$ cat config.mk
export PLATFORM = sky130hd
export DESIGN_NAME = evt_irq_ctrl
export DESIGN_NICKNAME = d
export VERILOG_FILES = /design/src/rtl/evt_irq_pkg.sv /design/src/rtl/evt_prio_pick.sv /design/src/rtl/evt_ack_count.sv /design/src/rtl/evt_pend_store.sv /design/src/rtl/evt_irq_ctrl.sv
export SDC_FILE = /design/constraint.sdc
export NUM_CORES = 1
export LEC_CHECK = 0
export BUFFER_PORTS_ARGS = -buffer_cell sky130_fd_sc_hd__buf_2
export CORE_MARGIN = 3
export CORE_UTILIZATION = 50
export CTS_CLUSTER_SIZE = 12
export DETAILED_ROUTE_END_ITERATION = 6
export GPL_ROUTABILITY_DRIVEN = 0
export PLACE_DENSITY = 0.85
export SETUP_SLACK_MARGIN = 0.05
export SYNTH_ARGS = -nofsm -noshare
export SYNTH_HDL_FRONTEND = slang
export SYNTH_SLANG_ARGS = --single-unit
$ cat constraint.sdc
create_clock -name clk -period 3.2 [get_ports clk]
set_input_delay 0 -clock clk [delete_from_list [all_inputs] [get_ports clk]]
set_output_delay 0 -clock clk [all_outputs]
set_load 0.03 [all_outputs]
$ cat src/rtl/evt_irq_pkg.sv
package evt_irq_pkg;

    localparam int EVT_N  = 8;
    localparam int SLOT_W = $clog2(EVT_N);

    typedef logic [EVT_N-1:0]  evt_mask_t;
    typedef logic [SLOT_W-1:0] slot_t;

    // Result of a lowest-set-bit search over an event mask.
    typedef struct packed {
        logic  hit;
        slot_t slot;
    } pick_t;

    // What the read port returns on the next cycle.
    typedef enum logic [0:0] {
        RSEL_NONE = 1'b0,
        RSEL_NUM  = 1'b1
    } rsel_e;

    // One-hot mask for a slot number.
    function automatic evt_mask_t slot_onehot(input slot_t s);
        evt_mask_t m;
        m = '0;
        m[s] = 1'b1;
        return m;
    endfunction

    // Mask with every slot at or above s set.
    function automatic evt_mask_t upward_mask(input slot_t s);
        evt_mask_t m;
        for (int i = 0; i < EVT_N; i++) begin
            m[i] = (i >= int'(s));
        end
        return m;
    endfunction

endpackage

$ cat src/rtl/evt_prio_pick.sv
module evt_prio_pick
    import evt_irq_pkg::*;
(
    input  evt_mask_t req_i,
    output pick_t     pick_o
);

    evt_mask_t first;
    slot_t     slot;

    // first[g] is set only for the lowest requesting slot.
    for (genvar g = 0; g < EVT_N; g++) begin : g_first
        if (g == 0) begin : g_base
            assign first[g] = req_i[0];
        end else begin : g_rest
            assign first[g] = req_i[g] & ~(|req_i[g-1:0]);
        end
    end

    always_comb begin
        slot = '0;
        for (int i = 0; i < EVT_N; i++) begin
            if (first[i]) begin
                slot = slot | SLOT_W'(i);
            end
        end
        pick_o.hit  = |req_i;
        pick_o.slot = slot;
    end

endmodule

$ cat src/rtl/evt_ack_count.sv
module evt_ack_count #(
    parameter int ACK_LIMIT = 4
) (
    input  logic clk,
    input  logic rst,
    input  logic ack_i,
    output logic fire_o
);

    localparam int CNT_W = (ACK_LIMIT > 1) ? $clog2(ACK_LIMIT) : 1;
    localparam logic [CNT_W-1:0] LAST = CNT_W'(ACK_LIMIT - 1);

    logic [CNT_W-1:0] cnt_q;
    logic [CNT_W-1:0] cnt_d;

    always_comb begin
        cnt_d  = cnt_q;
        fire_o = 1'b0;
        if (ack_i) begin
            if (cnt_q == LAST) begin
                cnt_d  = '0;
                fire_o = 1'b1;
            end else begin
                cnt_d = cnt_q + 1'b1;
            end
        end
    end

    always_ff @(posedge clk) begin
        if (rst) begin
            cnt_q <= '0;
        end else begin
            cnt_q <= cnt_d;
        end
    end

    // the counter wraps to zero on the last acknowledge
    a_r5_wrap: assert property (@(posedge clk) disable iff (rst)
        (ack_i && cnt_q == LAST) |=> (cnt_q == '0));

    // each earlier acknowledge advances the counter by one
    a_r5_step: assert property (@(posedge clk) disable iff (rst)
        (ack_i && cnt_q != LAST) |=> (cnt_q == $past(cnt_q) + 1'b1));

    // without an acknowledge the counter holds
    a_r5_hold: assert property (@(posedge clk) disable iff (rst)
        !ack_i |=> $stable(cnt_q));

    // counter is zero right after reset
    a_r1_cnt_reset: assert property (@(posedge clk) disable iff (rst)
        $past(rst) |-> (cnt_q == '0));

endmodule

$ cat src/rtl/evt_pend_store.sv
module evt_pend_store
    import evt_irq_pkg::*;
(
    input  logic      clk,
    input  logic      rst,
    input  evt_mask_t set_i,
    input  logic      clr_en_i,
    input  slot_t     clr_slot_i,
    output evt_mask_t pend_o
);

    evt_mask_t pend_q;
    evt_mask_t clr_mask;

    assign clr_mask = clr_en_i ? slot_onehot(clr_slot_i) : '0;

    // Set is applied after clear, so a new arrival wins over retirement.
    always_ff @(posedge clk) begin
        if (rst) begin
            pend_q <= '0;
        end else begin
            pend_q <= (pend_q & ~clr_mask) | set_i;
        end
    end

    assign pend_o = pend_q;

    // every arriving bit is pending in the next cycle
    a_r8_set_wins: assert property (@(posedge clk) disable iff (rst)
        (set_i != '0) |=> ((pend_q & $past(set_i)) == $past(set_i)));

    // a retired slot that is not re-requested is gone
    a_r6_clear: assert property (@(posedge clk) disable iff (rst)
        (clr_en_i && !set_i[clr_slot_i]) |=> !pend_q[$past(clr_slot_i)]);

    // without a retirement no pending bit is lost
    a_r4_keep: assert property (@(posedge clk) disable iff (rst)
        !clr_en_i |=> ((pend_q & $past(pend_q)) == $past(pend_q)));

    // mask empty right after reset
    a_r1_mask_reset: assert property (@(posedge clk) disable iff (rst)
        $past(rst) |-> (pend_q == '0));

endmodule

$ cat src/rtl/evt_irq_ctrl.sv
module evt_irq_ctrl
    import evt_irq_pkg::*;
#(
    parameter int              ADDR_W    = 8,
    parameter int              DATA_W    = 8,
    parameter int              ACK_LIMIT = 4,
    parameter logic [ADDR_W-1:0] CLR_ADDR  = 8'h10,
    parameter logic [ADDR_W-1:0] NUM_ADDR  = 8'h08
) (
    input  logic              clk,
    input  logic              rst,
    input  logic [EVT_N-1:0]  evt_i,
    input  logic              wr_en_i,
    input  logic [ADDR_W-1:0] wr_addr_i,
    input  logic              rd_en_i,
    input  logic [ADDR_W-1:0] rd_addr_i,
    output logic [DATA_W-1:0] rd_data_o,
    output logic              irq_fast_o
);

    evt_mask_t pend;
    evt_mask_t remain;
    evt_mask_t scan_req;
    pick_t     pick_arr;
    pick_t     pick_pend;
    pick_t     pick_scan;
    logic      ack;
    logic      retire;
    logic      retire_hit;
    slot_t     num_q;
    slot_t     num_mid;
    slot_t     num_d;
    logic      irq_q;
    logic      irq_d;
    rsel_e     rsel;
    logic [DATA_W-1:0] rd_data_q;

    // Acknowledge counting
    assign ack = wr_en_i && (wr_addr_i == CLR_ADDR);

    evt_ack_count #(
        .ACK_LIMIT (ACK_LIMIT)
    ) u_ack (
        .clk    (clk),
        .rst    (rst),
        .ack_i  (ack),
        .fire_o (retire)
    );

    // Lowest arriving event, lowest pending slot, and forward scan
    evt_prio_pick u_pick_arr  (.req_i(evt_i),    .pick_o(pick_arr));
    evt_prio_pick u_pick_pend (.req_i(pend),     .pick_o(pick_pend));

    assign retire_hit = retire && pick_pend.hit;
    assign remain     = pend & ~slot_onehot(pick_pend.slot);
    assign scan_req   = remain & upward_mask(pick_pend.slot);

    evt_prio_pick u_pick_scan (.req_i(scan_req), .pick_o(pick_scan));

    // Pending mask
    evt_pend_store u_store (
        .clk        (clk),
        .rst        (rst),
        .set_i      (evt_i),
        .clr_en_i   (retire_hit),
        .clr_slot_i (pick_pend.slot),
        .pend_o     (pend)
    );

    // Reported event number: retirement first, then the arrival rule
    always_comb begin
        num_mid = num_q;
        if (retire_hit && pick_scan.hit) begin
            num_mid = pick_scan.slot;
        end
        num_d = num_mid;
        if (pick_arr.hit && ((num_mid == '0) || (pick_arr.slot < num_mid))) begin
            num_d = pick_arr.slot;
        end
    end

    // Fast-interrupt line
    always_comb begin
        irq_d = irq_q;
        if (pick_arr.hit && (pend == '0)) begin
            irq_d = 1'b1;
        end else if (retire_hit && (remain == '0) && !pick_arr.hit) begin
            irq_d = 1'b0;
        end
    end

    // Read port
    assign rsel = (rd_en_i && (rd_addr_i == NUM_ADDR)) ? RSEL_NUM : RSEL_NONE;

    always_ff @(posedge clk) begin
        if (rst) begin
            num_q     <= '0;
            irq_q     <= 1'b0;
            rd_data_q <= '0;
        end else begin
            num_q <= num_d;
            irq_q <= irq_d;
            case (rsel)
                RSEL_NUM: rd_data_q <= DATA_W'(num_q);
                default:  rd_data_q <= '0;
            endcase
        end
    end

    assign rd_data_o  = rd_data_q;
    assign irq_fast_o = irq_q;

    // outputs idle right after reset
    a_r1_reset: assert property (@(posedge clk) disable iff (rst)
        $past(rst) |-> (!irq_fast_o && num_q == '0));

    // an arrival into an empty mask raises the line
    a_r2_raise: assert property (@(posedge clk) disable iff (rst)
        ((pend == '0) && (evt_i != '0)) |=> irq_fast_o);

    // the line mirrors whether anything is pending
    a_r7_track: assert property (@(posedge clk) disable iff (rst)
        irq_fast_o == (pend != '0));

    // the number only moves on an arrival or a retirement
    a_r3_num_hold: assert property (@(posedge clk) disable iff (rst)
        ((evt_i == '0) && !retire) |=> $stable(num_q));

    // with no arrival, retirement reports the next pending slot
    a_r6_next: assert property (@(posedge clk) disable iff (rst)
        (retire_hit && pick_scan.hit && (evt_i == '0)) |=> (num_q == $past(pick_scan.slot)));

    // read data follows the strobe by one cycle
    a_r9_read: assert property (@(posedge clk) disable iff (rst)
        (rd_en_i && rd_addr_i == NUM_ADDR) |=> (rd_data_o == DATA_W'($past(num_q))));

    // no matching read gives zero
    a_r9_idle: assert property (@(posedge clk) disable iff (rst)
        !(rd_en_i && rd_addr_i == NUM_ADDR) |=> (rd_data_o == '0));

endmodule

**Word-level counts from Yosys, hierarchy flattened**

Index checks and enable logic that the tools add are counted.

- Add/subtract/negate cells: 1
- Multipliers: 0
- Div/mod/pow operators: 0
- Magnitude comparators: 10
- Equal/unequal tests: 3
- Shift operators: 0
- Multiplexer cells: 32
- Bitwise gates (word level): 49
- Reduce and logical (&&, ||, !) cells: 37

Operator list:

| kind | number |
|---|---|
| $mux W3 | 14 |
| $and A8 B8 Y8 | 3 |
| $reduce_or A8 Y1 | 3 |
| $not A1 Y1 | 22 |
| $and A1 B1 Y1 | 21 |
| $reduce_or A7 Y1 | 3 |
| $reduce_or A6 Y1 | 3 |
| $logic_not A8 Y1 | 2 |
| $not A8 Y8 | 2 |
| $reduce_or A5 Y1 | 3 |
| $mux W2 | 7 |
| $reduce_or A4 Y1 | 3 |
| $ge A3 B3 Y1 const A | 3 |
| $logic_and A1 B1 Y1 | 9 |
| $mux W1 | 9 |
| $reduce_or A3 Y1 | 3 |
| $eq A8 B4 Y1 const B | 1 |
| $eq A8 B5 Y1 const B | 1 |
| $mux W8 | 1 |
| $or A8 B8 Y8 | 1 |
| $reduce_or A2 Y1 | 4 |
| $ge A1 B3 Y1 const A | 2 |
| $ge A2 B3 Y1 const A | 2 |
| $lt A3 B4 Y1 const B | 1 |
| other kinds (9) | 9 |

- Register bits after elaboration: 22
- Bits in latches: 0
- Bits in writable memories: 0
- Bits in read-only memories: 0
- Output and inout bits: 9
- Logic and storage cells: 138
- Memories: 0

**Depth between registers and ports, before layout**

Gate-level depths: netlist (run 1).

- Depth after elaboration: 30
- Gate-level depth with buffers: 14

**By module**

From an unflattened synthesis (run 1), not the netlist that was laid out.

- Cells, all modules: 168
- Area total of the unflattened synthesis: 1341.3 µm²

By module, submodules not included:

| module | instances | cells each | area an instance (µm²) | seq. area each (µm²) |
|---|---|---|---|---|
| evt_irq_ctrl | 1 | 80 | 661.9 | 140.1 |
| evt_pend_store | 1 | 37 | 342.8 | 160.2 |
| evt_prio_pick | 3 | 14 | 81.3 | 0.0 |
| evt_ack_count | 1 | 9 | 92.6 | 40.0 |

**Least setup slack after synthesis (run 1)**

Ideal clock, no wire load.

- Kind: reg2reg
- Start: reg u_store.pend_q[0] (netlist: u_store.pend_o[0])
- End: reg num_q[0]
- Data arrival time: 2.792 ns
- Data required time: 3.077 ns
- Slack: 0.285 ns
- Stages on the path, launching flop included: 14
- Buffers on the path: 1
- Period minus slack after synthesis: 2.915 ns
- Cells stage by stage: dfxtp_1 -> or4_4 -> buf_6 -> nor4_1 -> or2_2 -> nor2_1 -> o21ai_2 -> ha_1 -> a21oi_1 -> nand3_1 -> nor3_1 -> a311oi_2 -> a21oi_2 -> mux2_1

- Cells in the longest elaborated chain, start to end: 30
- Elaborated cells on any way between the ends: 79
- Classes of those cells: order compare: 10; mux: 18; bitwise: 31; reduce/logical: 20

Ends and longest elaborated chain:

| item | RTL line | source |
|---|---|---|
| start, declared | evt_pend_store.sv:12 | `evt_mask_t pend_q;` |
| start signal, assigned | evt_pend_store.sv:22 | `pend_q <= (pend_q & ~clr_mask) \| set_i;` |
| $not A1 Y1 / $reduce_or A2 Y1 (equally long branches) | evt_prio_pick.sv:16 | `assign first[g] = req_i[g] & ~(\|req_i[g-1:0]);` |
| $and A1 B1 Y1 / $not A1 Y1 (equally long branches) | evt_prio_pick.sv:16 |  |
| $mux W1 / $and A1 B1 Y1 (equally long branches) | evt_prio_pick.sv:23, evt_prio_pick.sv:16 |  |
| $mux W2 (2 in a row) | evt_prio_pick.sv:23 | `if (first[i]) begin` |
| $mux W3 (4 in a row) | evt_prio_pick.sv:23 |  |
| $lt A3 B4 Y1 (implied by the code) / $ge A3 B1 Y1 (equally long branches) | evt_irq_pkg.sv:25 | `m[s] = 1'b1;` |
| $logic_and A1 B1 Y1 (implied by the code) | evt_irq_pkg.sv:25 |  |
| $mux W1 (implied by the code) | evt_irq_pkg.sv:25 |  |
| (+6 left out) | - |  |
| $mux W1 / $and A1 B1 Y1 (equally long branches) | evt_prio_pick.sv:23, evt_prio_pick.sv:16 |  |
| $mux W2 (2 in a row) | evt_prio_pick.sv:23 |  |
| $mux W3 (4 in a row) | evt_prio_pick.sv:23 |  |
| $mux W3 * | evt_irq_ctrl.sv:73 | `if (retire_hit && pick_scan.hit) begin` |
| $lt A3 B3 Y1 / $logic_not A3 Y1 (equally long branches) | evt_irq_ctrl.sv:77 | `if (pick_arr.hit && ((num_mid == '0) \|\| (pick_arr.slot < num_mid))) begin` |
| $logic_or A1 B1 Y1 | evt_irq_ctrl.sv:77 |  |
| $logic_and A1 B1 Y1 | evt_irq_ctrl.sv:77 |  |
| $mux W3 * | evt_irq_ctrl.sv:77 |  |
| end signal, assigned | evt_irq_ctrl.sv:101 | `num_q <= num_d;` |
| end, declared | evt_irq_ctrl.sv:30 | `slot_t num_q;` |

Every way passes the cells marked *; elsewhere a longest branch is shown, timed or not.
A chain may end at the register's enable or synchronous reset.

**Worst setup path in the final report (run 1)**

- Start: reg u_store.pend_q[1] (netlist: u_store.pend_o[1])
- End: reg num_q[2]

- Cells in the longest elaborated chain, start to end: 30
- Elaborated cells on any way between the ends: 78
- Classes of those cells: order compare: 10; mux: 18; bitwise: 30; reduce/logical: 20

Ends and longest elaborated chain:

| item | RTL line |
|---|---|
| $reduce_or A2 Y1 | evt_prio_pick.sv:16 |
| $not A1 Y1 | evt_prio_pick.sv:16 |
| $and A1 B1 Y1 | evt_prio_pick.sv:16 |
| $mux W2 (2 in a row) | evt_prio_pick.sv:23 |
| $mux W3 (4 in a row) | evt_prio_pick.sv:23 |
| $lt A3 B4 Y1 (implied by the code) / $ge A3 B1 Y1 (equally long branches) | evt_irq_pkg.sv:25 |
| $logic_and A1 B1 Y1 (implied by the code) | evt_irq_pkg.sv:25 |
| $mux W1 (implied by the code) | evt_irq_pkg.sv:25 |
| (+6 left out) | - |
| $mux W1 / $and A1 B1 Y1 (equally long branches) | evt_prio_pick.sv:23, evt_prio_pick.sv:16 |
| $mux W2 (2 in a row) | evt_prio_pick.sv:23 |
| $mux W3 (4 in a row) | evt_prio_pick.sv:23 |
| $mux W3 * | evt_irq_ctrl.sv:73 |
| $lt A3 B3 Y1 / $logic_not A3 Y1 (equally long branches) | evt_irq_ctrl.sv:77 |
| $logic_or A1 B1 Y1 | evt_irq_ctrl.sv:77 |
| $logic_and A1 B1 Y1 | evt_irq_ctrl.sv:77 |
| $mux W3 * | evt_irq_ctrl.sv:77 |

Marked as above.

==> summary.txt, run 1 <==
Core Footprint = 2300 µm²
CTS clock-pin slew for the worst setup and hold paths = 0.10 ns
TritonCTS clock tree = built
Setup TNS Final = 0 ns
post-synthesis to final-layout area growth = 31.7%
largest area contributor in the synthesized netlist = sky130_fd_sc_hd__dfxtp_1
first-pass iteration count of the detailed router = 4
remaining global-route overflow = 0
global-route wire length before repair = 5.31 mm
Final Util = 72.4%
outcome = finished, violations left
Worst setup EP type = flip-flop
most numerous cell types in the synthesized netlist = sky130_fd_sc_hd__nor2_1 (20), sky130_fd_sc_hd__dfxtp_1 (17), sky130_fd_sc_hd__a21oi_1 (14)
fraction of layout instances using a drive strength above 1 = 37.3%
maximum root-to-sink buffer count = 2
Antenna Nets Post-Route = 0
die width = 56.3 µm
wire length per cell = 16.6 µm
Gate Count Post-Synth = 168
maximum level of the CTS H-tree = 1
max_cap viols = 0
Setup-failing EPs final = 0
PortBufs = 31
most numerous cell in the Yosys netlist = sky130_fd_sc_hd__nor2_1
internal power of the cells = 0.347 mW
required time reported for the critical path endpoint = 3.39 ns
vias in the first global route = 1264
maximum ir drop on the vdd rail = 0.000214 V
Finished Cell Area = 1660 µm²
ranking of synthesized cells by area = sky130_fd_sc_hd__dfxtp_1 (27%), sky130_fd_sc_hd__nor2_1 (5.9%), sky130_fd_sc_hd__a21oi_1 (5.6%)
count of standard-cell rows = 17
worst hold margin = -0.00539 ns
routed via count = 1475
violation count after the first detailed-route iteration = 73
final-stage net count = 244
post-route fraction of the period consumed by the critical path = 99.8%
detailed-route vias per instance = 6.15
Post-synth EDFFs = 0
Clk Tree Root Cell = sky130_fd_sc_hd__clkbuf_4
per-instance average area after synthesis = 7.51 µm²
number of I/O pins = 37
flip-flop and latch count after synthesis = 17
Clock Sink Count = 17
critical path type = reg -> reg
Async SR Flop Fraction = 0%
main flop type after synthesis = sky130_fd_sc_hd__dfxtp_1
maximum achievable frequency = 313 MHz
clock buffer count from CTS = 3
violated checks = negative hold slack
area share of the leading cell type in the synthesized netlist = 27.0%
Slew Limit Fails = 0
total global-route track usage = 20.0%
die height = 56.3 µm
sum of routed wire length over all layers = 3.98 mm
antenna violations before repair = 0
pre-CTS worst setup slack = -0.0418 ns
Detailed Place HPWL = 2.54 mm
area of the mapped netlist = 1260 µm²
instance area after placement = 1430 µm²
Ys Warns = 0
share of power burned in combinational logic = 31.7%
Worst-Margin Slew = 0.795 ns
final critical path time including I/O delays and setup = 3.19 ns
P_leak = 0.680 nW
die area = 3160 µm²
part of the power in registers = 46.6%
Initial Util = 55.0%
number of endpoints with negative hold slack in the final report = 1
critical path launch point type = flip-flop
data arrival time of the worst path = 3.38 ns
ant diodes = 0
worst-path maximum fanout = 6
Slew HR = 46.5%
RSZ-0062 raised after global routing = yes
power per cell area = 311 nW/µm²
Worst Hold Class = in -> reg
share of synthesized area occupied by flip-flops and latches = 27.0%
minimum setup slack in the final design = 0.00701 ns
switch share = 32.9%
Clock Skews = 0.00558 ns
DRC errors left = 0
power spent charging and discharging nets = 0.170 mW
clock latency on the worst-skew pair = 0.28 ns
Clk network pwr share = 21.7%
Yosys cell types = 48
maximum number of pins on one net before global-route repair = 19
sequential cells by signal, summed over array words and instances (netlist names):
name            cells
rd_data_o           3
u_ack.cnt_q         2
u_store.pend_o      8
num_q               3
irq_fast_o          1
area by class of cell:
cell class / count / area (µm²)
Tap cell: 28 / 35.0
Inverter: 7 / 26.3
Clock buffer: 4 / 26.3
Fill cell: 167 / 634
Timing Repair Buffer: 50 / 312
Multi-Input combinational cell: 134 / 911
Sequential cell: 17 / 353
power groups by stage:
stage	Sequential, mW	Combinational, mW	Clock (mW)
finish	0.241	0.164	0.112
global route	0.243	0.177	0.121
CTS	0.238	0.134	0.109
detailed placement	0.242	0.127	0
global placement	0.241	0.120	0
floorplan	0.232	0.102	0
through the flow:
step,cells,hold slack (ns),power [mW]
floorplan,172,0.117,0.334
global placement,222,0.259,0.361
detailed placement,222,0.276,0.369
CTS,231,0.00119,0.482
global route,240,0.00338,0.541
finish,240,-0.00539,0.517
cells by family after synthesis:
logic type               count (synthesis)  share of synthesized area [%]
buffers and inverters                   22                           9.02
other                                    1                          0.297
flip-flops                              17                           27.0
adder cells (fa/ha/maj)                  4                           3.77
multiplexers                             3                           2.58
AND/OR/NAND/NOR                         77                           34.4
AO/OA/AOI/OAI                           44                           23.0
path summary, 6_finish.rpt:
| check | start | end | slack, ns | cells past startpoint |
|---|---|---|---|---|
| hold / removal | evt_i[3] | u_store.pend_o[3] | -0.005 | 3 |
| setup reg to reg | u_store.pend_o[1] | num_q[2] | 0.007 | 12 |
| setup / recovery | u_store.pend_o[1] | num_q[2] | 0.007 | 12 |
| hold reg to reg | num_q[2] | rd_data_o[2] | 0.49 | 1 |
cell usage in the layout, fill, tap and decap left out, drive strengths merged, types with 2 or more instances in the layout:
master,instances
nor4,6
nand2b,2
o22ai,3
a311oi,2
a211oi,3
buf,46
dfxtp,17
nand4,2
o211ai,2
a21oi,15
mux2,2
nor2b,3
nor3,10
or2,4
o21ba,2
nand2,7
and2,3
nor4b,2
o21a,2
nor3b,4
nand3,6
ha,3
clkbuf,4
nor2,20
inv,7
or4,5
conb,5
dlygate4sd3,4
o21ai,10
per-layer routing:
layer | up-vias | track usage (%) | wire [µm]
li1 | 702 | - | -
met2 | 73 | 36.4 | 2070
met3 | 18 | 3.45 | 278
met4 | 0 | 6.78 | 167
met1 | 682 | 23.4 | 1470
met5 | - | 0 | 0
repair_timing:
action	CTS	global route
hold buffers	4	0
endpoints found under the setup margin	3	3
pin swaps	0	10
setup buffers	1	8
gates cloned	0	1
resized for setup	3	23
hold endpoints to repair	4	0
critical path: stages, from the launching register on:
cell and delay (ns):
sky130_fd_sc_hd__dfxtp_4 0.37, sky130_fd_sc_hd__or4_4 0.60, sky130_fd_sc_hd__nor4_4 0.32, sky130_fd_sc_hd__or2_4 0.19, sky130_fd_sc_hd__nor2_1 0.05, sky130_fd_sc_hd__o21ai_2 0.20
sky130_fd_sc_hd__ha_4 0.24, sky130_fd_sc_hd__a21oi_2 0.15, sky130_fd_sc_hd__nand3_1 0.10, sky130_fd_sc_hd__nor3_2 0.24, sky130_fd_sc_hd__a311oi_2 0.08, sky130_fd_sc_hd__or4_1 0.46
sky130_fd_sc_hd__o31ai_1 0.11
Note: power is estimated with default switching activity, not from simulation.
==> run 2, diff against run 1 <==
--- a/config.mk
+++ b/config.mk
@@ -11,8 +11,10 @@
 export CTS_CLUSTER_SIZE = 12
 export DETAILED_ROUTE_END_ITERATION = 6
 export GPL_ROUTABILITY_DRIVEN = 0
+export HOLD_SLACK_MARGIN = 0.08
 export PLACE_DENSITY = 0.85
 export SETUP_SLACK_MARGIN = 0.05
+export SKIP_CTS_REPAIR_TIMING = 1
 export SYNTH_ARGS = -nofsm -noshare
 export SYNTH_HDL_FRONTEND = slang
 export SYNTH_SLANG_ARGS = --single-unit
==> constraint.sdc (replaced) <==
create_clock -name clk -period 3.2 [get_ports clk]
set_input_delay 0.16 -clock clk [delete_from_list [all_inputs] [get_ports clk]]
set_output_delay 0.16 -clock clk [all_outputs]
set_load 0.03 [all_outputs]
==> summary.txt, run 2 (same netlist as run 1, synthesis figures left out) <==
max reg flops = 8 (unchanged)
remaining global-route overflow = 0 (unchanged)
first-pass iteration count of the detailed router = 4 (unchanged)
antenna violations before repair = 0 (unchanged)
post-route fraction of the period consumed by the critical path = 99.7% (was 99.8%)
critical path type = reg -> reg (unchanged)
switch share = 33.9% (was 32.9%)
pre-CTS worst setup slack = -0.140 ns (was -0.0418 ns)
Clk network pwr share = 23.2% (was 21.7%)
list of cells traversed by the critical path = or4_4 > nor4_4 > or2_4 > nor2_4 > o21ai_4 > ha_4 > a21oi_2 > nand3_1 > nor3_2 > a311oi_2 > a21oi_2 > mux2_4 (was or4_4 > nor4_4 > or2_4 > nor2_1 > o21ai_2 > ha_4 > a21oi_2 > nand3_1 > nor3_2 > a311oi_2 > or4_1 > o31ai_1)
RSZ-0062 raised after global routing = yes (unchanged)
fraction of layout instances using a drive strength above 1 = 37.0% (was 37.3%)
critical path launch point type = flip-flop (unchanged)
maximum root-to-sink buffer count = 2 (unchanged)
minimum setup slack in the final design = 0.00934 ns (was 0.00701 ns)
die width = 56.3 µm (unchanged)
Clock Skews = 0.00434 ns (was 0.00558 ns)
Finished Cell Area = 1620 µm² (was 1660 µm²)
number of I/O pins = 37 (unchanged)
number of filler cells placed in the layout = 177 (was 167)
Initial Util = 55.0% (unchanged)
die height = 56.3 µm (unchanged)
final critical path time including I/O delays and setup = 3.19 ns (about the same)
worst-path maximum fanout = 7 (was 6)
Antenna Nets Post-Route = 0 (unchanged)
required time reported for the critical path endpoint = 3.40 ns (was 3.39 ns)
power per cell area = 319 nW/µm² (was 311 nW/µm²)
number of endpoints with negative hold slack in the final report = 0 (was 1)
max_cap viols = 0 (unchanged)
final cell count without fillers = 236 (was 240)
Core Footprint = 2300 µm² (unchanged)
outcome = complete, no violations (was finished, violations left)
sum of routed wire length over all layers = 3.90 mm (was 3.98 mm)
P_leak = 0.662 nW (was 0.680 nW)
maximum number of pins on one net before global-route repair = 19 (unchanged)
Slew Limit Fails = 0 (unchanged)
die area = 3160 µm² (unchanged)
wire length per cell = 16.5 µm (was 16.6 µm)
CTS clock-pin slew for the worst setup and hold paths = 0.10 ns (about the same)
total global-route track usage = 22.0% (was 20.0%)
ant diodes = 0 (unchanged)
slowest library cell on the worst path = sky130_fd_sc_hd__or4_4 (unchanged)
total buffers and inverters traversed by the critical path = 0 (unchanged)
register-to-register setup slack = 0.009 ns (was 0.007 ns)
internal power of the cells = 0.340 mW (was 0.347 mW)
Worst-Margin Slew = 0.710 ns (was 0.795 ns)
leading cell type in the layout, fill and taps excluded = sky130_fd_sc_hd__buf_2 (unchanged)
cell class contributing the biggest share of worst-path delay = simple AND/OR/NAND/NOR gates (unchanged)
global-route wire length before repair = 5.63 mm (was 5.31 mm)
data arrival time of the worst path = 3.39 ns (was 3.38 ns)
Detailed Place HPWL = 2.69 mm (was 2.54 mm)
PortBufs = 31 (unchanged)
overall power of the completed layout = 0.515 mW (was 0.517 mW)
instance area after placement = 1430 µm² (about the same)
Setup-failing EPs final = 0 (unchanged)
Clk Tree Root Cell = sky130_fd_sc_hd__clkbuf_4 (unchanged)
TritonCTS clock tree = built (unchanged)
maximum level of the CTS H-tree = 1 (unchanged)
Placed Cells = 223 (was 222)
count of standard-cell rows = 17 (unchanged)
Worst setup EP type = flip-flop (unchanged)
detailed-route vias per instance = 6.08 (was 6.15)
Slew HR = 52.3% (was 46.5%)
CP peak stage delay = 0.60 ns (about the same)
clock latency on the worst-skew pair = 0.30 ns (was 0.28 ns)
vias in the first global route = 1291 (was 1264)
highest-count cells in the layout ignoring fill and taps = sky130_fd_sc_hd__buf_2 (31), sky130_fd_sc_hd__nor2_1 (19), sky130_fd_sc_hd__buf_4 (16), sky130_fd_sc_hd__a21oi_1 (13), sky130_fd_sc_hd__dfxtp_1 (13) (was sky130_fd_sc_hd__buf_2 (31), sky130_fd_sc_hd__nor2_1 (20), sky130_fd_sc_hd__buf_4 (14), sky130_fd_sc_hd__a21oi_1 (13), sky130_fd_sc_hd__dfxtp_1 (11))
DRC errors left = 0 (unchanged)
power spent charging and discharging nets = 0.174 mW (was 0.170 mW)
worst hold margin = 0.110 ns (was -0.00539 ns)
share of power burned in combinational logic = 30.1% (was 31.7%)
violation count after the first detailed-route iteration = 44 (was 73)
maximum ir drop on the vdd rail = 0.000279 V (was 0.000214 V)
dominant cell type by count on the critical path = sky130_fd_sc_hd__a21oi_2
maximum achievable frequency = 313 MHz (about the same)
part of the power in registers = 46.7% (was 46.6%)
clock buffer count from CTS = 3 (unchanged)
final-stage net count = 240 (was 244)
Worst Hold Class = in -> reg (unchanged)
post-synthesis to final-layout area growth = 27.9% (was 31.7%)
routed via count = 1434 (was 1475)
Clock Sink Count = 17 (unchanged)
[run 2: final cells by class]
class                           count  area [µm²]  area share, %
Multi-Input combinational cell    133         905           56.0
Sequential cell                    17         348           21.5
Timing Repair Buffer               47         275           17.0
Tap cell                           28        35.0           2.17
Clock buffer                        4        26.3           1.63
Inverter                            7        26.3           1.63
[run 2: worst register-to-register path: stages (launching register included)]
cell and delay, ns:
sky130_fd_sc_hd__dfxtp_4 0.37, sky130_fd_sc_hd__or4_4 0.60, sky130_fd_sc_hd__nor4_4 0.29, sky130_fd_sc_hd__or2_4 0.21
sky130_fd_sc_hd__nor2_4 0.04, sky130_fd_sc_hd__o21ai_4 0.20, sky130_fd_sc_hd__ha_4 0.23, sky130_fd_sc_hd__a21oi_2 0.13
sky130_fd_sc_hd__nand3_1 0.10, sky130_fd_sc_hd__nor3_2 0.27, sky130_fd_sc_hd__a311oi_2 0.09, sky130_fd_sc_hd__a21oi_2 0.23
sky130_fd_sc_hd__mux2_4 0.32
[run 2: path summary, 6_finish.rpt]
check             depth (start not counted)                 to               from
setup reg to reg                         12           num_q[0]  u_store.pend_o[1]
hold reg to reg                           1       rd_data_o[2]           num_q[2]
setup / recovery                         12           num_q[0]  u_store.pend_o[1]
hold / removal                            3  u_store.pend_o[6]           evt_i[6]
[run 2: metal layers]
layer / up-vias / track usage [%] / wire, µm
li1: 687 / - / -
met1: 672 / 25.0 / 1550
met2: 60 / 37.9 / 2010
met3: 15 / 4.37 / 197
met4: 0 / 12.5 / 148
met5: - / 0 / 0
[run 2: power by group through the flow]
stage | Sequential [mW] | Combinational [mW] | Clock [mW]
after floorplan | 0.232 | 0.102 | 0
after global placement | 0.241 | 0.121 | 0
after detailed placement | 0.243 | 0.128 | 0
after CTS | 0.238 | 0.129 | 0.112
final | 0.241 | 0.155 | 0.119
after global routing | 0.242 | 0.167 | 0.133
[run 2: stage by stage]
step	utilization [%]	setup TNS (ns)
final	70.3	0
after global routing	70.3	-0.138
after CTS	63.5	-0.373
after detailed placement	62.4	-0.320
after global placement	62.4	0
after floorplan	-	0
